===== config.mk =====
export PLATFORM = sky130hd
export DESIGN_NAME = eng_irq_agg
export DESIGN_NICKNAME = d
export VERILOG_FILES = /design/src/rtl/eia_pkg.sv /design/src/rtl/eia_decode.sv /design/src/rtl/eia_slot.sv /design/src/rtl/eia_summary.sv /design/src/rtl/eng_irq_agg.sv
export SDC_FILE = /design/constraint.sdc
export NUM_CORES = 1
export LEC_CHECK = 0
export BUFFER_PORTS_ARGS = -buffer_cell sky130_fd_sc_hd__buf_2
export CORE_ASPECT_RATIO = 1.1
export CORE_MARGIN = 8
export CORE_UTILIZATION = 51
export CTS_CLUSTER_DIAMETER = 100
export DETAILED_ROUTE_END_ITERATION = 7
export HOLD_SLACK_MARGIN = 0.03
export PLACE_DENSITY = 0.89
export REMOVE_ABC_BUFFERS = 1
export SETUP_SLACK_MARGIN = 0.02
export SYNTH_ARGS = -nofsm -noshare
export SYNTH_HDL_FRONTEND = slang
export SYNTH_HIERARCHICAL = 1
export SYNTH_SLANG_ARGS = --single-unit

===== constraint.sdc =====
create_clock -name clk_i -period 2.05 [get_ports clk_i]
set_clock_uncertainty 0.2 [all_clocks]
set_input_delay 0.205 -clock clk_i [delete_from_list [all_inputs] [get_ports clk_i]]
set_output_delay 0.205 -clock clk_i [all_outputs]
set_load 0.01 [all_outputs]

===== src/rtl/eia_pkg.sv =====
package eia_pkg;
  localparam int unsigned NUM_CAUSE = 3;
  localparam int unsigned CAUSE_CC  = 0;
  localparam int unsigned CAUSE_WM  = 1;
  localparam int unsigned CAUSE_ERR = 2;

  typedef enum logic [1:0] {
    SEL_HOST_EN = 2'd0,
    SEL_MISC_EN = 2'd1,
    SEL_STATUS  = 2'd2,
    SEL_RSVD    = 2'd3
  } reg_sel_e;
endpackage


===== src/rtl/eia_decode.sv =====
module eia_decode
  import eia_pkg::*;
#(
  parameter int unsigned NUM_ENG = 8,
  localparam int unsigned ENG_W  = (NUM_ENG > 1) ? $clog2(NUM_ENG) : 1,
  localparam int unsigned ADDR_W = ENG_W + 3
) (
  input  logic              req_i,
  input  logic              we_i,
  input  logic [ADDR_W-1:0] addr_i,
  output logic [NUM_ENG-1:0] wr_host_en_o,
  output logic [NUM_ENG-1:0] wr_misc_en_o,
  output logic [NUM_ENG-1:0] wr_status_o,
  output logic [ENG_W-1:0]  rd_eng_o,
  output reg_sel_e          rd_sel_o,
  output logic              rd_summary_o
);
  logic             is_summary;
  logic [ENG_W-1:0] eng_idx;
  reg_sel_e         sel;
  logic             wr_eng;

  assign is_summary = addr_i[ADDR_W-1];
  assign eng_idx    = addr_i[ADDR_W-2:2];
  assign sel        = reg_sel_e'(addr_i[1:0]);
  assign wr_eng     = req_i && we_i && !is_summary;

  for (genvar g = 0; g < NUM_ENG; g++) begin : g_strobe
    logic hit;
    assign hit             = wr_eng && (eng_idx == ENG_W'(g));
    assign wr_host_en_o[g] = hit && (sel == SEL_HOST_EN);
    assign wr_misc_en_o[g] = hit && (sel == SEL_MISC_EN);
    assign wr_status_o[g]  = hit && (sel == SEL_STATUS);
  end

  assign rd_eng_o     = eng_idx;
  assign rd_sel_o     = sel;
  assign rd_summary_o = is_summary;
endmodule


===== src/rtl/eia_slot.sv =====
module eia_slot
  import eia_pkg::*;
#(
  parameter bit POLLED = 1'b0
) (
  input  logic                 clk_i,
  input  logic                 rst_ni,
  input  logic [NUM_CAUSE-1:0] cause_i,
  input  logic                 wr_host_en_i,
  input  logic                 wr_misc_en_i,
  input  logic                 wr_status_i,
  input  logic [NUM_CAUSE-1:0] wbits_i,
  output logic [NUM_CAUSE-1:0] status_o,
  output logic [1:0]           host_en_o,
  output logic                 misc_en_o,
  output logic                 pending_o
);
  logic [NUM_CAUSE-1:0] status_q, status_d, clr_mask;
  logic [1:0]           host_en_q;
  logic                 misc_en_q;

  assign clr_mask = wr_status_i ? wbits_i : '0;
  // set has priority over clear
  assign status_d = (status_q & ~clr_mask) | cause_i;

  always_ff @(posedge clk_i or negedge rst_ni) begin
    if (!rst_ni) begin
      status_q  <= '0;
      host_en_q <= '0;
      misc_en_q <= 1'b0;
    end else begin
      status_q <= status_d;
      if (wr_host_en_i) host_en_q <= wbits_i[1:0];
      if (wr_misc_en_i) misc_en_q <= wbits_i[0];
    end
  end

  if (POLLED) begin : g_polled
    assign pending_o = 1'b0;
  end else begin : g_irq
    logic [NUM_CAUSE-1:0] en_vec;
    always_comb begin
      en_vec            = '0;
      en_vec[CAUSE_CC]  = host_en_q[0];
      en_vec[CAUSE_WM]  = host_en_q[1];
      en_vec[CAUSE_ERR] = misc_en_q;
    end
    assign pending_o = |(status_q & en_vec);
  end

  assign status_o  = status_q;
  assign host_en_o = host_en_q;
  assign misc_en_o = misc_en_q;

  // a pulse always lands, even against a clear
  assert_cause_latched_R2: assert property (@(posedge clk_i) disable iff (!rst_ni)
    (|cause_i) |=> ((status_q & $past(cause_i)) == $past(cause_i)));

  assert_no_spurious_set_R2: assert property (@(posedge clk_i) disable iff (!rst_ni)
    !(|cause_i) |=> ((status_q & ~$past(status_q)) == '0));

  assert_clear_hits_R3: assert property (@(posedge clk_i) disable iff (!rst_ni)
    (wr_status_i && !(|cause_i)) |=> ((status_q & $past(wbits_i)) == '0));
endmodule


===== src/rtl/eia_summary.sv =====
module eia_summary #(
  parameter int unsigned NUM_ENG = 8
) (
  input  logic               clk_i,
  input  logic               rst_ni,
  input  logic [NUM_ENG-1:0] pending_i,
  output logic [NUM_ENG-1:0] summary_o,
  output logic               irq_o
);
  assign summary_o = pending_i;
  assign irq_o     = |pending_i;

  assert_last_engine_silent_R6: assert property (@(posedge clk_i) disable iff (!rst_ni)
    !summary_o[NUM_ENG-1]);
endmodule


===== src/rtl/eng_irq_agg.sv =====
module eng_irq_agg
  import eia_pkg::*;
#(
  parameter int unsigned NUM_ENG = 8,
  parameter int unsigned DATA_W  = 32,
  localparam int unsigned ENG_W  = (NUM_ENG > 1) ? $clog2(NUM_ENG) : 1,
  localparam int unsigned ADDR_W = ENG_W + 3
) (
  input  logic               clk_i,
  input  logic               rst_ni,
  input  logic [NUM_ENG-1:0] cc_evt_i,
  input  logic [NUM_ENG-1:0] wm_evt_i,
  input  logic [NUM_ENG-1:0] err_evt_i,
  input  logic               req_i,
  input  logic               we_i,
  input  logic [ADDR_W-1:0]  addr_i,
  input  logic [DATA_W-1:0]  wdata_i,
  output logic [DATA_W-1:0]  rdata_o,
  output logic               rvalid_o,
  output logic [NUM_ENG-1:0] summary_o,
  output logic               irq_o
);
  logic [NUM_ENG-1:0] wr_host_en, wr_misc_en, wr_status, pending;
  logic [ENG_W-1:0]   rd_eng;
  reg_sel_e           rd_sel;
  logic               rd_summary;

  logic [NUM_CAUSE-1:0] status_a  [NUM_ENG];
  logic [1:0]           host_en_a [NUM_ENG];
  logic                 misc_en_a [NUM_ENG];

  logic unused_wdata;
  assign unused_wdata = ^wdata_i[DATA_W-1:NUM_CAUSE];

  eia_decode #(.NUM_ENG(NUM_ENG)) u_decode (
    .req_i        (req_i),
    .we_i         (we_i),
    .addr_i       (addr_i),
    .wr_host_en_o (wr_host_en),
    .wr_misc_en_o (wr_misc_en),
    .wr_status_o  (wr_status),
    .rd_eng_o     (rd_eng),
    .rd_sel_o     (rd_sel),
    .rd_summary_o (rd_summary)
  );

  for (genvar g = 0; g < NUM_ENG; g++) begin : g_eng
    logic [NUM_CAUSE-1:0] cause;
    always_comb begin
      cause            = '0;
      cause[CAUSE_CC]  = cc_evt_i[g];
      cause[CAUSE_WM]  = wm_evt_i[g];
      cause[CAUSE_ERR] = err_evt_i[g];
    end

    eia_slot #(.POLLED(g == NUM_ENG - 1)) u_slot (
      .clk_i        (clk_i),
      .rst_ni       (rst_ni),
      .cause_i      (cause),
      .wr_host_en_i (wr_host_en[g]),
      .wr_misc_en_i (wr_misc_en[g]),
      .wr_status_i  (wr_status[g]),
      .wbits_i      (wdata_i[NUM_CAUSE-1:0]),
      .status_o     (status_a[g]),
      .host_en_o    (host_en_a[g]),
      .misc_en_o    (misc_en_a[g]),
      .pending_o    (pending[g])
    );
  end

  eia_summary #(.NUM_ENG(NUM_ENG)) u_summary (
    .clk_i     (clk_i),
    .rst_ni    (rst_ni),
    .pending_i (pending),
    .summary_o (summary_o),
    .irq_o     (irq_o)
  );

  logic [DATA_W-1:0] rd_word;
  always_comb begin
    rd_word = '0;
    if (rd_summary) begin
      rd_word[NUM_ENG-1:0] = summary_o;
    end else if (int'(rd_eng) < NUM_ENG) begin
      unique case (rd_sel)
        SEL_HOST_EN: rd_word[1:0]           = host_en_a[rd_eng];
        SEL_MISC_EN: rd_word[0]             = misc_en_a[rd_eng];
        SEL_STATUS:  rd_word[NUM_CAUSE-1:0] = status_a[rd_eng];
        default:     rd_word                = '0;
      endcase
    end
  end

  always_ff @(posedge clk_i or negedge rst_ni) begin
    if (!rst_ni) begin
      rdata_o  <= '0;
      rvalid_o <= 1'b0;
    end else begin
      rvalid_o <= req_i && !we_i;
      if (req_i && !we_i) rdata_o <= rd_word;
    end
  end

  // the line only drops after a host write
  assert_irq_drop_needs_write_R7: assert property (@(posedge clk_i) disable iff (!rst_ni)
    $fell(irq_o) |-> $past(req_i && we_i));

  assert_read_latency_R8: assert property (@(posedge clk_i) disable iff (!rst_ni)
    (req_i && !we_i) |=> rvalid_o);
endmodule


==> summary.txt <==
Fillcell total = 481
Die width = 92.0 um
Hold Fails Final Rpt = 0
Area growth, synth to finish = 26.0%
Gate Count Post-Synth = 291
Min Tclk post-route = 2270 ps
RePlAce Congestion = 0.897
Leakage power = 1.79 nW
Synth Flop Type = dfrtp_1
CP Capture Type = output pin
# clock sinks = 57
Share of cells above drive strength 1 = 0.303
Row cnt = 30
Vias per cell = 5.71
VDD IR max = 0.000560 V
Post-DP HPWL = 6.00 mm
TritonCTS clock tree = built
Routed Antenna Nets = 0
Router iterations before antenna repair = 5
Critical Path Fanout Max = 4
Mapped cell area = 3240 um^2
Worst slack, placed = 104 ps
IO Count = 108
Drc violations = 0
Arr. time, crit path = 1860 ps
Yosys top cell by area = dfrtp_1
F_max = 0.441 GHz
Final WL = 8.92 mm
Worst hold margin = 82.0 ps
Post-route setup TNS = -337 ps
Ant. Diodes = 0
Routed vias = 2686
Slew Limit Fails = 0
Initial Utilization = 0.526
Cell with the most instances after synthesis = dfrtp_1
Largest net degree at the start of global routing = 58
Number of synthesized flops with an enable pin = 0
Post-synth ARST share = 1.00
Port bufs = 53
Outcome = finished, violations left
Warning count from the yosys run = 6
Worst-margin pin slew = 706 ps
Max-cap violations = 0
Final net count = 451
Initial antenna violation count = 0
Final WS setup = -217 ps
Grt ovf = 0
Crit path kind = register to output pin
Vias in the first global route = 2686
Synth top area share = 0.440
Hold/Removal Path Class = input port to register
Hold Path Origin = addr_i[0]
Slew margin rel. = 0.529
Skew-Pair Late Insertion Delay = 340 ps
Number of setup violations in the final report = 2
Seq/Total Area, Yosys = 0.440
Post-synthesis sequential element count = 57
Critical path startpoint = g_eng[0].u_slot/host_en_o[0]
RR Startpoint = g_eng[1].u_slot/host_en_o[0]
Final Core Density = 0.663
Die area = 9160 um^2
Global-route wire length before repair = 13.6 mm
Clock transition at the registers of the reported paths = 60 ps
Top cells by area, synth = dfrtp_1 (44%), buf_4 (9.0%), mux4_1 (6.5%)
Drt first-iter violations = 311
Tcrit/Tclk final = 1.11
Pwr Density = 701 nW/um^2
Failing checks = setup timing
Yosys cell types = 39
RSZ-0062 raised after global routing = true
Per-cell routed wire length = 19.0 um
Aggregate global-route resource usage = 0.192
Syn Area/Cell = 11.1 um^2
Die Height = 99.6 um
Core ar. = 6160 um^2
Num CTS Buffers = 9
Top cells by count, synth = dfrtp_1 (57), buf_4 (39), nand2_1 (37)
Crit start category = register
CP required = 1640 ps
Root buf cell = clkbuf_8
Clock Tree Buf Depth = 2
Power, Total = 2.86 mW
H-tree depth = 3
[worst max-delay path, stage by stage, from the launching register on]
cell and delay [ps]:
dfrtp_1 400, a222oi_1 470, inv_1 190, nor4_2 270, nand2_1 60, buf_2 140
[state kept, by name, summed over array words and instances, names as in the netlist]
register                flops
g_eng.u_slot/host_en_o     16
g_eng.u_slot/status_o      24
g_eng.u_slot/misc_en_o      8
rdata_o                     8
rvalid_o                    1
[area by class of cell]
type | instances | area [um^2] | share of cell area
well taps | 80 | 100 | 0.0245
clock inverters | 4 | 50.0 | 0.0123
inverters | 11 | 41.3 | 0.0101
multi-input cells | 200 | 1530 | 0.375
clock buffers | 12 | 165 | 0.0405
flip-flops and latches | 57 | 1430 | 0.350
repair buffers | 106 | 766 | 0.188
[cell usage in the layout (no fill, tap or decap), types with 4 or more instances in the layout]
cell,Yosys,final
a21o_1,24,24
a21oi_1,5,5
a222oi_1,7,7
buf_2,2,49
buf_4,39,18
clkbuf_8,1,12
conb_1,2,25
dfrtp_1,57,57
dlygate4sd3_1,0,34
inv_1,10,10
mux2_1,8,8
mux2_2,16,16
mux2i_1,4,4
mux4_1,8,8
nand2_1,37,37
nand3_1,5,5
nand4b_1,4,4
nor2_1,22,22
nor4_1,6,4
[kinds of logic after synthesis]
family                 synth area share
flip-flops                        0.440
multiplexers                      0.191
AND/OR/NAND/NOR                   0.144
AO/OA/AOI/OAI                     0.101
buffers and inverters             0.121
other                           0.00232
[layer usage]
layer / vias to the layer above / share of wire / global-route usage
met5: - / 0 / 0
met4: 0 / 0.020 / 0.0856
met3: 16 / 0.11 / 0.0754
met2: 173 / 0.48 / 0.309
met1: 1320 / 0.39 / 0.218
li1: 1177 / - / -
[final timing paths]
check                      slack, ps                          end  depth (start not counted)
setup / recovery                -220                        irq_o                          5
hold reg to reg                  270                   rdata_o[3]                          2
hold / removal                    80                   rdata_o[2]                          3
min in group asynchronous        330                   rdata_o[6]                          3
setup reg to reg                   0                   rdata_o[1]                          9
max in group asynchronous        850  g_eng[4].u_slot/status_o[0]                          3
[repair_timing]
| item | in CTS | in global routing |
|---|---|---|
| pin swaps | 4 | 4 |
| resized for setup | 3 | 6 |
| buffers inserted | 3 | 5 |
| hold buffers | 34 | 0 |
| endpoints found under the hold margin | 82 | 0 |
| setup endpoints to repair | 2 | 7 |
[report_power, final]
part / switching (mW) / internal [mW]
logic: 0.272 / 0.238
clock network: 0.460 / 0.658
registers: 0.0451 / 1.19
[through the flow]
step / cells / area, um^2
CTS: 465 / 4020
finish: 470 / 4080
floorplan: 268 / 2980
global route: 470 / 4080
global placement: 412 / 3420
detailed placement: 412 / 3420
Power figures use the tool's default switching activity.
